## config.mk

```make
export PLATFORM = sky130hd
export DESIGN_NAME = alu8_flags
export DESIGN_NICKNAME = d
export VERILOG_FILES = /design/src/rtl/alu8_flags.sv
export SDC_FILE = /design/constraint.sdc
export NUM_CORES = 1
export LEC_CHECK = 0
export BUFFER_PORTS_ARGS = -buffer_cell sky130_fd_sc_hd__buf_4
export CORE_AREA = 2 2 72 74
export DETAILED_ROUTE_END_ITERATION = 6
export DIE_AREA = 0 0 74 76
export GPL_TIMING_DRIVEN = 0
export PLACE_DENSITY = 0.77
export SYNTH_ARGS = -nofsm -noshare
export SYNTH_HDL_FRONTEND = slang
export SYNTH_SLANG_ARGS = --single-unit
```

## constraint.sdc

```tcl
create_clock -name clk -period 5.35 [get_ports clk]
set_input_delay 1.07 -clock clk [delete_from_list [all_inputs] [get_ports clk]]
set_output_delay 1.07 -clock clk [all_outputs]
set_load 0.02 [all_outputs]
```

## src/rtl/alu8_flags.sv

```systemverilog
module alu8_flags #(
  parameter logic [7:0] STATUS_ADDR = 8'h0A
) (
  input  logic       clk,
  input  logic       rst_n,
  input  logic       exec,
  input  logic [3:0] op,
  input  logic [7:0] a,
  input  logic [7:0] b,
  input  logic       dst_status,
  input  logic       wr_en,
  input  logic [7:0] wr_addr,
  input  logic [7:0] wr_data,
  input  logic       set_pd,
  input  logic       set_to,
  input  logic       clr_pdto,
  output logic [7:0] result,
  output logic [7:0] status,
  output logic       skip
);
  localparam logic [3:0] OP_ADD = 4'd0, OP_ADC = 4'd1, OP_SUB = 4'd2, OP_SBC = 4'd3,
                         OP_DAA = 4'd4, OP_AND = 4'd5, OP_OR  = 4'd6, OP_XOR = 4'd7,
                         OP_CPL = 4'd8, OP_RL  = 4'd9, OP_RR  = 4'd10, OP_RLC = 4'd11,
                         OP_RRC = 4'd12, OP_INC = 4'd13, OP_DEC = 4'd14, OP_CLR = 4'd15;

  logic [3:0] flg_q;
  logic       pd_q, to_q;
  logic [3:0] flg_new, flg_mask;
  logic [8:0] sum, tmp;
  logic [4:0] half;
  logic [7:0] opb;
  logic       cin, lo_adj, hi_adj;

  wire c_q  = flg_q[0];
  wire ac_q = flg_q[1];

  always_comb begin
    result   = a;
    flg_new  = 4'b0000;
    flg_mask = 4'b0000;
    sum      = 9'd0;
    half     = 5'd0;
    tmp      = 9'd0;
    lo_adj   = 1'b0;
    hi_adj   = 1'b0;
    opb      = b;
    cin      = 1'b0;
    unique case (op)
      OP_ADD, OP_ADC, OP_SUB, OP_SBC: begin
        if (op == OP_SUB || op == OP_SBC) opb = ~b;
        cin = (op == OP_ADC || op == OP_SBC) ? c_q : (op == OP_SUB);
        sum  = {1'b0, a} + {1'b0, opb} + {8'd0, cin};
        half = {1'b0, a[3:0]} + {1'b0, opb[3:0]} + {4'd0, cin};
        result = sum[7:0];
        flg_new[0] = sum[8];
        flg_new[1] = half[4];
        flg_new[3] = (a[7] == opb[7]) && (sum[7] != a[7]);
        flg_mask = 4'b1111;
      end
      OP_DAA: begin
        lo_adj = ac_q || (a[3:0] > 4'd9);
        tmp    = {1'b0, a} + (lo_adj ? 9'h006 : 9'h000);
        hi_adj = c_q || tmp[8] || (tmp[7:4] > 4'd9);
        result = tmp[7:0] + (hi_adj ? 8'h60 : 8'h00);
        flg_new[0] = hi_adj;
        flg_mask = 4'b0001;
      end
      OP_AND: begin result = a & b; flg_mask = 4'b0100; end
      OP_OR:  begin result = a | b; flg_mask = 4'b0100; end
      OP_XOR: begin result = a ^ b; flg_mask = 4'b0100; end
      OP_CPL: begin result = ~a;    flg_mask = 4'b0100; end
      OP_RL:  begin result = {a[6:0], a[7]}; flg_new[0] = a[7]; flg_mask = 4'b0001; end
      OP_RR:  begin result = {a[0], a[7:1]}; flg_new[0] = a[0]; flg_mask = 4'b0001; end
      OP_RLC: begin result = {a[6:0], c_q};  flg_new[0] = a[7]; flg_mask = 4'b0001; end
      OP_RRC: begin result = {c_q, a[7:1]};  flg_new[0] = a[0]; flg_mask = 4'b0001; end
      OP_INC: begin result = a + 8'd1; flg_mask = 4'b0100; end
      OP_DEC: begin result = a - 8'd1; flg_mask = 4'b0100; end
      default: begin result = 8'h00; flg_mask = 4'b0100; end
    endcase
    flg_new[2] = (result == 8'h00);
  end

  assign skip = (result == 8'h00);

  wire       alu_wr  = exec && dst_status;
  wire       port_wr = wr_en && (wr_addr == STATUS_ADDR);
  wire [3:0] wr_lo   = alu_wr ? result[3:0] : wr_data[3:0];
  wire [3:0] base    = (alu_wr || port_wr) ? wr_lo : flg_q;
  wire [3:0] flg_d   = exec ? ((base & ~flg_mask) | (flg_new & flg_mask)) : base;

  always_ff @(posedge clk) begin
    if (!rst_n) begin
      flg_q <= 4'b0000;
      pd_q  <= 1'b0;
      to_q  <= 1'b0;
    end else begin
      flg_q <= flg_d;
      if (set_pd)        pd_q <= 1'b1;
      else if (clr_pdto) pd_q <= 1'b0;
      if (set_to)        to_q <= 1'b1;
      else if (clr_pdto) to_q <= 1'b0;
    end
  end

  assign status = {2'b00, to_q, pd_q, flg_q};
endmodule


```

### Yosys cells after proc, flatten, opt, wreduce, memory -nomap -nowiden

Cells that the tools add are included.

* register bits: 6
* bits of input ports: 44
* output and inout bits: 17
* logic and storage cells: 72

* add/subtract/negate cells: 8
* magnitude comparators: 2
* equality and inequality tests: 17
* multiplexer cells: 16
* bitwise logic cells: 9
* reductions and logical operators: 17

Operator list (count)
* $pmux W8 S12: 1
* $eq A4 B4 Y1 const B: 7
* $eq A4 B3 Y1 const B: 4
* $mux W8: 2
* $not A8 Y8: 2
* $mux W4: 3
* $add A8 B3 Y9: 1
* $add A8 B8 Y9: 1
* $add A9 B1 Y9: 1
* $add A8 B1 Y8 const B: 1
* $add A8 B7 Y8: 1
* $and A4 B4 Y4: 2
* $and A8 B8 Y8: 1
* $eq A4 B2 Y1 const B: 2
* $eq A8 B4 Y1 const B: 1
* $gt A4 B4 Y1 const B: 2
* $logic_not A8 Y1: 1
* $or A8 B8 Y8: 1
* $pmux W4 S2: 1
* $sub A8 B1 Y8 const B: 1
* $xor A8 B8 Y8: 1
* $mux W7: 1
* $logic_or A1 B1 Y1: 6
* $mux W1: 6
* other kinds (15): 19

### Logic depth before layout (Yosys ltp)

* word-level depth: 14
* gate-level depth with buffers: 20
* depth with buffers taken out: 20

### Worst setup path after synthesis

No wires, ideal clock.

* path kind: input -> output
* start: in op[2]
* end: out skip
* arrival time: 5.137 ns
* required time: 4.280 ns
* path slack: -0.857 ns
* cell stages on the path: 14
* buffers on the path: 2
* path through: buf_2 or2_2 clkbuf_1 nor2_1 xnor2_1 fa_1 fa_1 a211oi_1 or4b_2 a31oi_1 a211oi_1 o21ai_0 or4_4 nor3_2

* cells in the longest elaborated chain, start to end: 8

RTL lines
* from (decl): line 7 `input logic [3:0] op,`
* $eq A4 B2 Y1: line 48, 50, 51
* $logic_or A1 B1 Y1: line 50 `if (op == OP_SUB || op == OP_SBC) opb = ~b;`
* $mux W8: line 50
* $mux W8: line 48 `unique case (op)`
* $add A8 B8 Y9: line 52 `sum = {1'b0, a} + {1'b0, opb} + {8'd0, cin};`
* $add A9 B1 Y9: line 52
* $pmux W8 S12 *: line 48
* net result[6]: line 17 `output logic [7:0] result,`
* $logic_not A8 Y1 *: line 83 `assign skip = (result == 8'h00);`
* to (decl): line 19 `output logic skip`

The timed path passes the listed nets; every way through them passes the cells marked *. The select of a mux whose other input is x is not followed.

### Final worst setup path

* start: in a[2]
* end: out skip

* cells in the longest elaborated chain, start to end: 10

RTL lines
* from (decl): line 8 `input logic [7:0] a,`
* $gt A4 B4 Y1: line 61 `lo_adj = ac_q || (a[3:0] > 4'd9);`
* $logic_or A1 B1 Y1: line 61
* $mux W3: line 62 `tmp = {1'b0, a} + (lo_adj ? 9'h006 : 9'h000);`
* $add A8 B3 Y9: line 62
* $gt A4 B4 Y1 or $logic_or A1 B1 Y1 (tied branches): line 63 `hi_adj = c_q || tmp[8] || (tmp[7:4] > 4'd9);`
* $logic_or A1 B1 Y1: line 63
* $mux W7: line 64 `result = tmp[7:0] + (hi_adj ? 8'h60 : 8'h00);`
* $add A8 B7 Y8: line 64
* $pmux W8 S12 *: line 48
* $logic_not A8 Y1 *: line 83

Mark *: on every way between the ends. The rest lies on a longest branch, timed or not.

==> implementation parameters <==
Parameter                              Value

Synth
  Distinct cell type count after synthesis ... 70
  Post-synthesis sequential area ratio ... between 5 and 6%
  Share of synthesized flip-flops with an asynchronous set or reset ... 0%
  Cell types with the largest area share after synthesis ... sky130_fd_sc_hd__ha_1 (17%), sky130_fd_sc_hd__xnor2_1 (7.1%), sky130_fd_sc_hd__dfxtp_1 (5.1%), sky130_fd_sc_hd__nor2_1 (4.5%), sky130_fd_sc_hd__inv_1 (4.3%)
  Avg Synthesized Cell Area ... approximately 7.4 um2
  Area fraction of the dominant cell type after synthesis ... between 10% and 20%
  Most frequently used flop master after synthesis ... sky130_fd_sc_hd__dfxtp_1
  Warnings, synthesis ... 0
  Number of enable flip-flop cells after synthesis ... 0
  Most instantiated cells after synthesis ... sky130_fd_sc_hd__ha_1 (32), sky130_fd_sc_hd__nor2_1 (28), sky130_fd_sc_hd__inv_1 (27), sky130_fd_sc_hd__o21ai_0 (19), sky130_fd_sc_hd__xnor2_1 (19)
  Most frequent cell after synthesis ... sky130_fd_sc_hd__ha_1
  Post-synth design cell area ... 2357 um2
  Post-synthesis instance total ... around 320
  Largest area contributor in the synthesized netlist ... sky130_fd_sc_hd__ha_1
  FF+latch count, synth ... 6

Route
  Number of DRC violations after detailed routing ... 0
  Routed via count ... approximately 2,800
  Detailed-routing iteration count for the pre-antenna-repair pass ... 5
  Post-DR wirelength/cell ... between 15 and 20 um
  Total detailed-routing wirelength ... 7.897 mm
  Antenna-violating nets left ... 0
  Average vias per placed instance ... 5.985
  Count of routing violations after the opening detailed-route iteration ... 231

Placement
  Placer Congestion ... 0.9301
  Port Buffers ... between 50 and 60
  Placed wire-length estimate after detailed placement ... 5.989 mm
  DP Cell Count ... around 440

Layout
  Antenna diode count ... 0
  Proportion of layout cells with a drive suffix above 1 ... between 30% and 40%
  Final instance count without filler cells ... about 460
  Final core occ ... ~65%
  Number of inserted filler cells in the final layout ... between 400 and 500
  Synthesis-to-finish area growth ... 34.50%
  Number of nets at the end of the flow ... approximately 470

Critical path
  CP Data Required Time ... ~4.3 ns
  Reg-to-reg critical path startpoint ... flg_q[1]
  Category of the worst setup path capture point ... output pin
  Cell-by-cell trace of the critical path ... buf_12 -> o21ai_2 -> nand2b_1 -> ha_2 -> inv_2 -> fa_2 -> and4b_1 -> o21ai_2 -> mux2i_2 -> a221oi_2 -> inv_1 -> ha_4 -> inv_2 -> fa_1 -> nor3_2 -> a21oi_1 -> o211ai_1 -> a211oi_2 -> o21ai_2 -> or4_4 -> nor3_4 -> buf_6
  RR Endpoint ... flg_q[2]
  Data arrival, critical path ... roughly 4.8 ns
  Worst Setup Start Kind ... input port
  Reg2reg path depth ... 20
  Reg2reg setup slack ... roughly 1.2 ns
  Largest stage delay on the critical path ... ~0.52 ns
  Worst-path fanout max ... 3
  CP dominant cell by count ... sky130_fd_sc_hd__o21ai_2
  Worst Setup Path Type ... input port to output pin
  Slowest cell on crit path ... sky130_fd_sc_hd__fa_1

Clocking
  Root Buffer ... sky130_fd_sc_hd__clkbuf_8
  TritonCTS Buffers ... 3
  Clk pin slew, worst setup/hold paths ... ~0.030 ns
  Maximum level of the CTS H-tree ... 1
  Worst-skew pair later-pin latency ... roughly 0.23 ns
  Number of sinks handled by clock tree synthesis ... 6
  TritonCTS clock tree ... yes
  Maximum buffer depth of the clock tree ... 2
  Post-CTS Hold Buffers ... 0

Power
  Sw Share ... 45.32%
  Power density over the cells ... approximately 140 nW/um2
  Leakage power summed over all cells ... between 1 and 1.5 nW
  Part of the power in combinational logic ... between 70 and 80%
  Net switching power of the design ... between 0.2 and 0.25 mW
  VDD IR max ... approximately 80 uV
  Seq pwr share ... 11.3%
  Proportion of power drawn by the clock network ... approximately 15%
  Internal portion of total power ... 0.2501 mW

Floorplan
  Die area ... between 5000 and 6000 um2
  Core area ... 4912 um2
  Initial core utilization ... between 40 and 50%
  Die X ... roughly 74 um
  I/O pin cnt ... 61
  Standard-cell rows ... 26
  Die height ... 76 um

STA
  Worst Clk Skew ... roughly 0.0055 ns
  Rel. slew slack ... 56.26%
  Final Hold Violating Endpoints ... 0
  RSZ-0062 raised after global routing ... yes
  Final period utilization ... 109.3%
  Final critical delay including setup and external delays ... roughly 6 ns
  Final worst slack ... -0.4957 ns
  Total of endpoints with negative setup slack in the final report ... 4
  Slew Limit Fails ... 0
  Maximum frequency from static timing analysis ... ~0.17 GHz
  Least-Margin Pin Slew ... between 0.6 and 0.7 ns

Global route
  First-pass GRT wire length ... roughly 13 mm
  Via count of the first global-routing pass ... roughly 2,800
  Residual overflow from global routing ... 0
  Pin count of the biggest net entering global routing ... 11
  Global routing usage summed across all routing layers ... between 20 and 30%
  Initial antenna violation count ... 1

Status
  Violated checks ... setup timing
  Outcome ... finished, violations left

Hold path
  Class of the tightest hold or removal check ... flop to flop
  Min-delay src ... pd_q
  Worst Hold Path Cells ... 2
  Worst min-delay path endpoint ... pd_q

Run
  Maxcap violations ... 0
==> power by group through the flow <==
stage | Combinational (mW) | Clock (mW) | Sequential, mW
2_1_floorplan | 0.193 | 0 | 0.0544
3_3_place_gp | 0.293 | 0 | 0.0523
3_5_place_dp | 0.299 | 0 | 0.0524
4_1_cts | 0.321 | 0.0706 | 0.0517
5_1_grt | 0.363 | 0.0723 | 0.0519
6_report | 0.336 | 0.0696 | 0.0519
==> repair_timing <==
action	in CTS	in global routing
pin swaps	9	11
setup buffers	12	3
endpoints found under the setup margin	4	4
gates resized for setup	25	4
==> routing by layer <==
| layer | global-route usage, % | wire (um) | vias up |
|---|---|---|---|
| met5 | 0 | 0 | - |
| met4 | 10.91 | 128 | 0 |
| met3 | 4.365 | 778 | 9 |
| met2 | 48.39 | 3791 | 159 |
| met1 | 33.47 | 3198 | 1275 |
| li1 | - | - | 1316 |
==> critical path: cells and delay by family <==
kind,cells,cell delay [ns]
mux,1,0.19
compound gates,7,0.86
fa+ha+maj,4,1.22
buf+inv,5,0.38
simple gates,5,1.06
==> through the flow <==
step / instance area [um2] / power (mW) / hold slack [ns] / TNS, ns / setup slack, ns
after floorplan: 2420 / 0.2478 / 0.4524 / -0.3551 / -0.3551
after detailed placement: 2913 / 0.3511 / 0.4772 / -2.212 / -0.9437
after global placement: 2913 / 0.3453 / 0.4644 / -1.912 / -0.8640
after CTS: 3126 / 0.4430 / 0.4872 / -0.6509 / -0.5682
final: 3171 / 0.4574 / 0.4837 / -0.7605 / -0.4957
after global routing: 3171 / 0.4877 / 0.5246 / -1.444 / -0.6629
==> final cells by class <==
type / count / area [um2] / area share [%]
Buffer: 19 / 126.4 / 3.986
Clock buffer: 3 / 41.29 / 1.302
Inverter: 28 / 105.1 / 3.315
Multi-Input combinational cell: 266 / 2123 / 66.97
Sequential cell: 6 / 120.1 / 3.788
Tap cell: 70 / 87.58 / 2.762
Timing Repair Buffer: 69 / 566.8 / 17.88
==> cells by family after synthesis <==
logic type,Yosys count,share of synthesized area (%)
DFF,6,5.096
xor gates and xnor gates,26,9.660
buffers and inverters,47,8.864
adders and majority gates,37,21.23
AOI/OAI and AO/OA,97,29.30
other,1,0.1591
and+or+nand+nor,94,21.28
muxes,10,4.406
==> sequential cells by signal, summed over array words and instances, names as in the netlist <==
register	flops
flg_q	4
pd_q	1
to_q	1
==> how the worst max path moves through the flow <==
stage               startpoint    to  depth (start not counted)
floorplan                op[2]  skip                         14
global placement          a[1]  skip                         22
detailed placement        a[1]  skip                         22
CTS                       a[2]  skip                         22
global route              a[2]  skip                         22
finish                    a[2]  skip                         22
==> cell usage in the layout (no fill, tap or decap), types with 5 or more instances in the layout <==
cell type	instances
sky130_fd_sc_hd__a21oi_1	14
sky130_fd_sc_hd__a31oi_1	7
sky130_fd_sc_hd__buf_2	6
sky130_fd_sc_hd__buf_4	67
sky130_fd_sc_hd__buf_6	6
sky130_fd_sc_hd__clkbuf_1	5
sky130_fd_sc_hd__dfxtp_1	6
sky130_fd_sc_hd__ha_1	30
sky130_fd_sc_hd__inv_1	25
sky130_fd_sc_hd__mux2i_1	6
sky130_fd_sc_hd__nand2_1	18
sky130_fd_sc_hd__nand2b_1	5
sky130_fd_sc_hd__nor2_1	27
sky130_fd_sc_hd__nor2b_1	7
sky130_fd_sc_hd__nor3b_1	6
sky130_fd_sc_hd__o211ai_1	9
sky130_fd_sc_hd__o21ai_0	16
sky130_fd_sc_hd__o22ai_1	5
sky130_fd_sc_hd__xnor2_1	18
sky130_fd_sc_hd__xor2_1	7
Power figures use the tool's default switching activity.
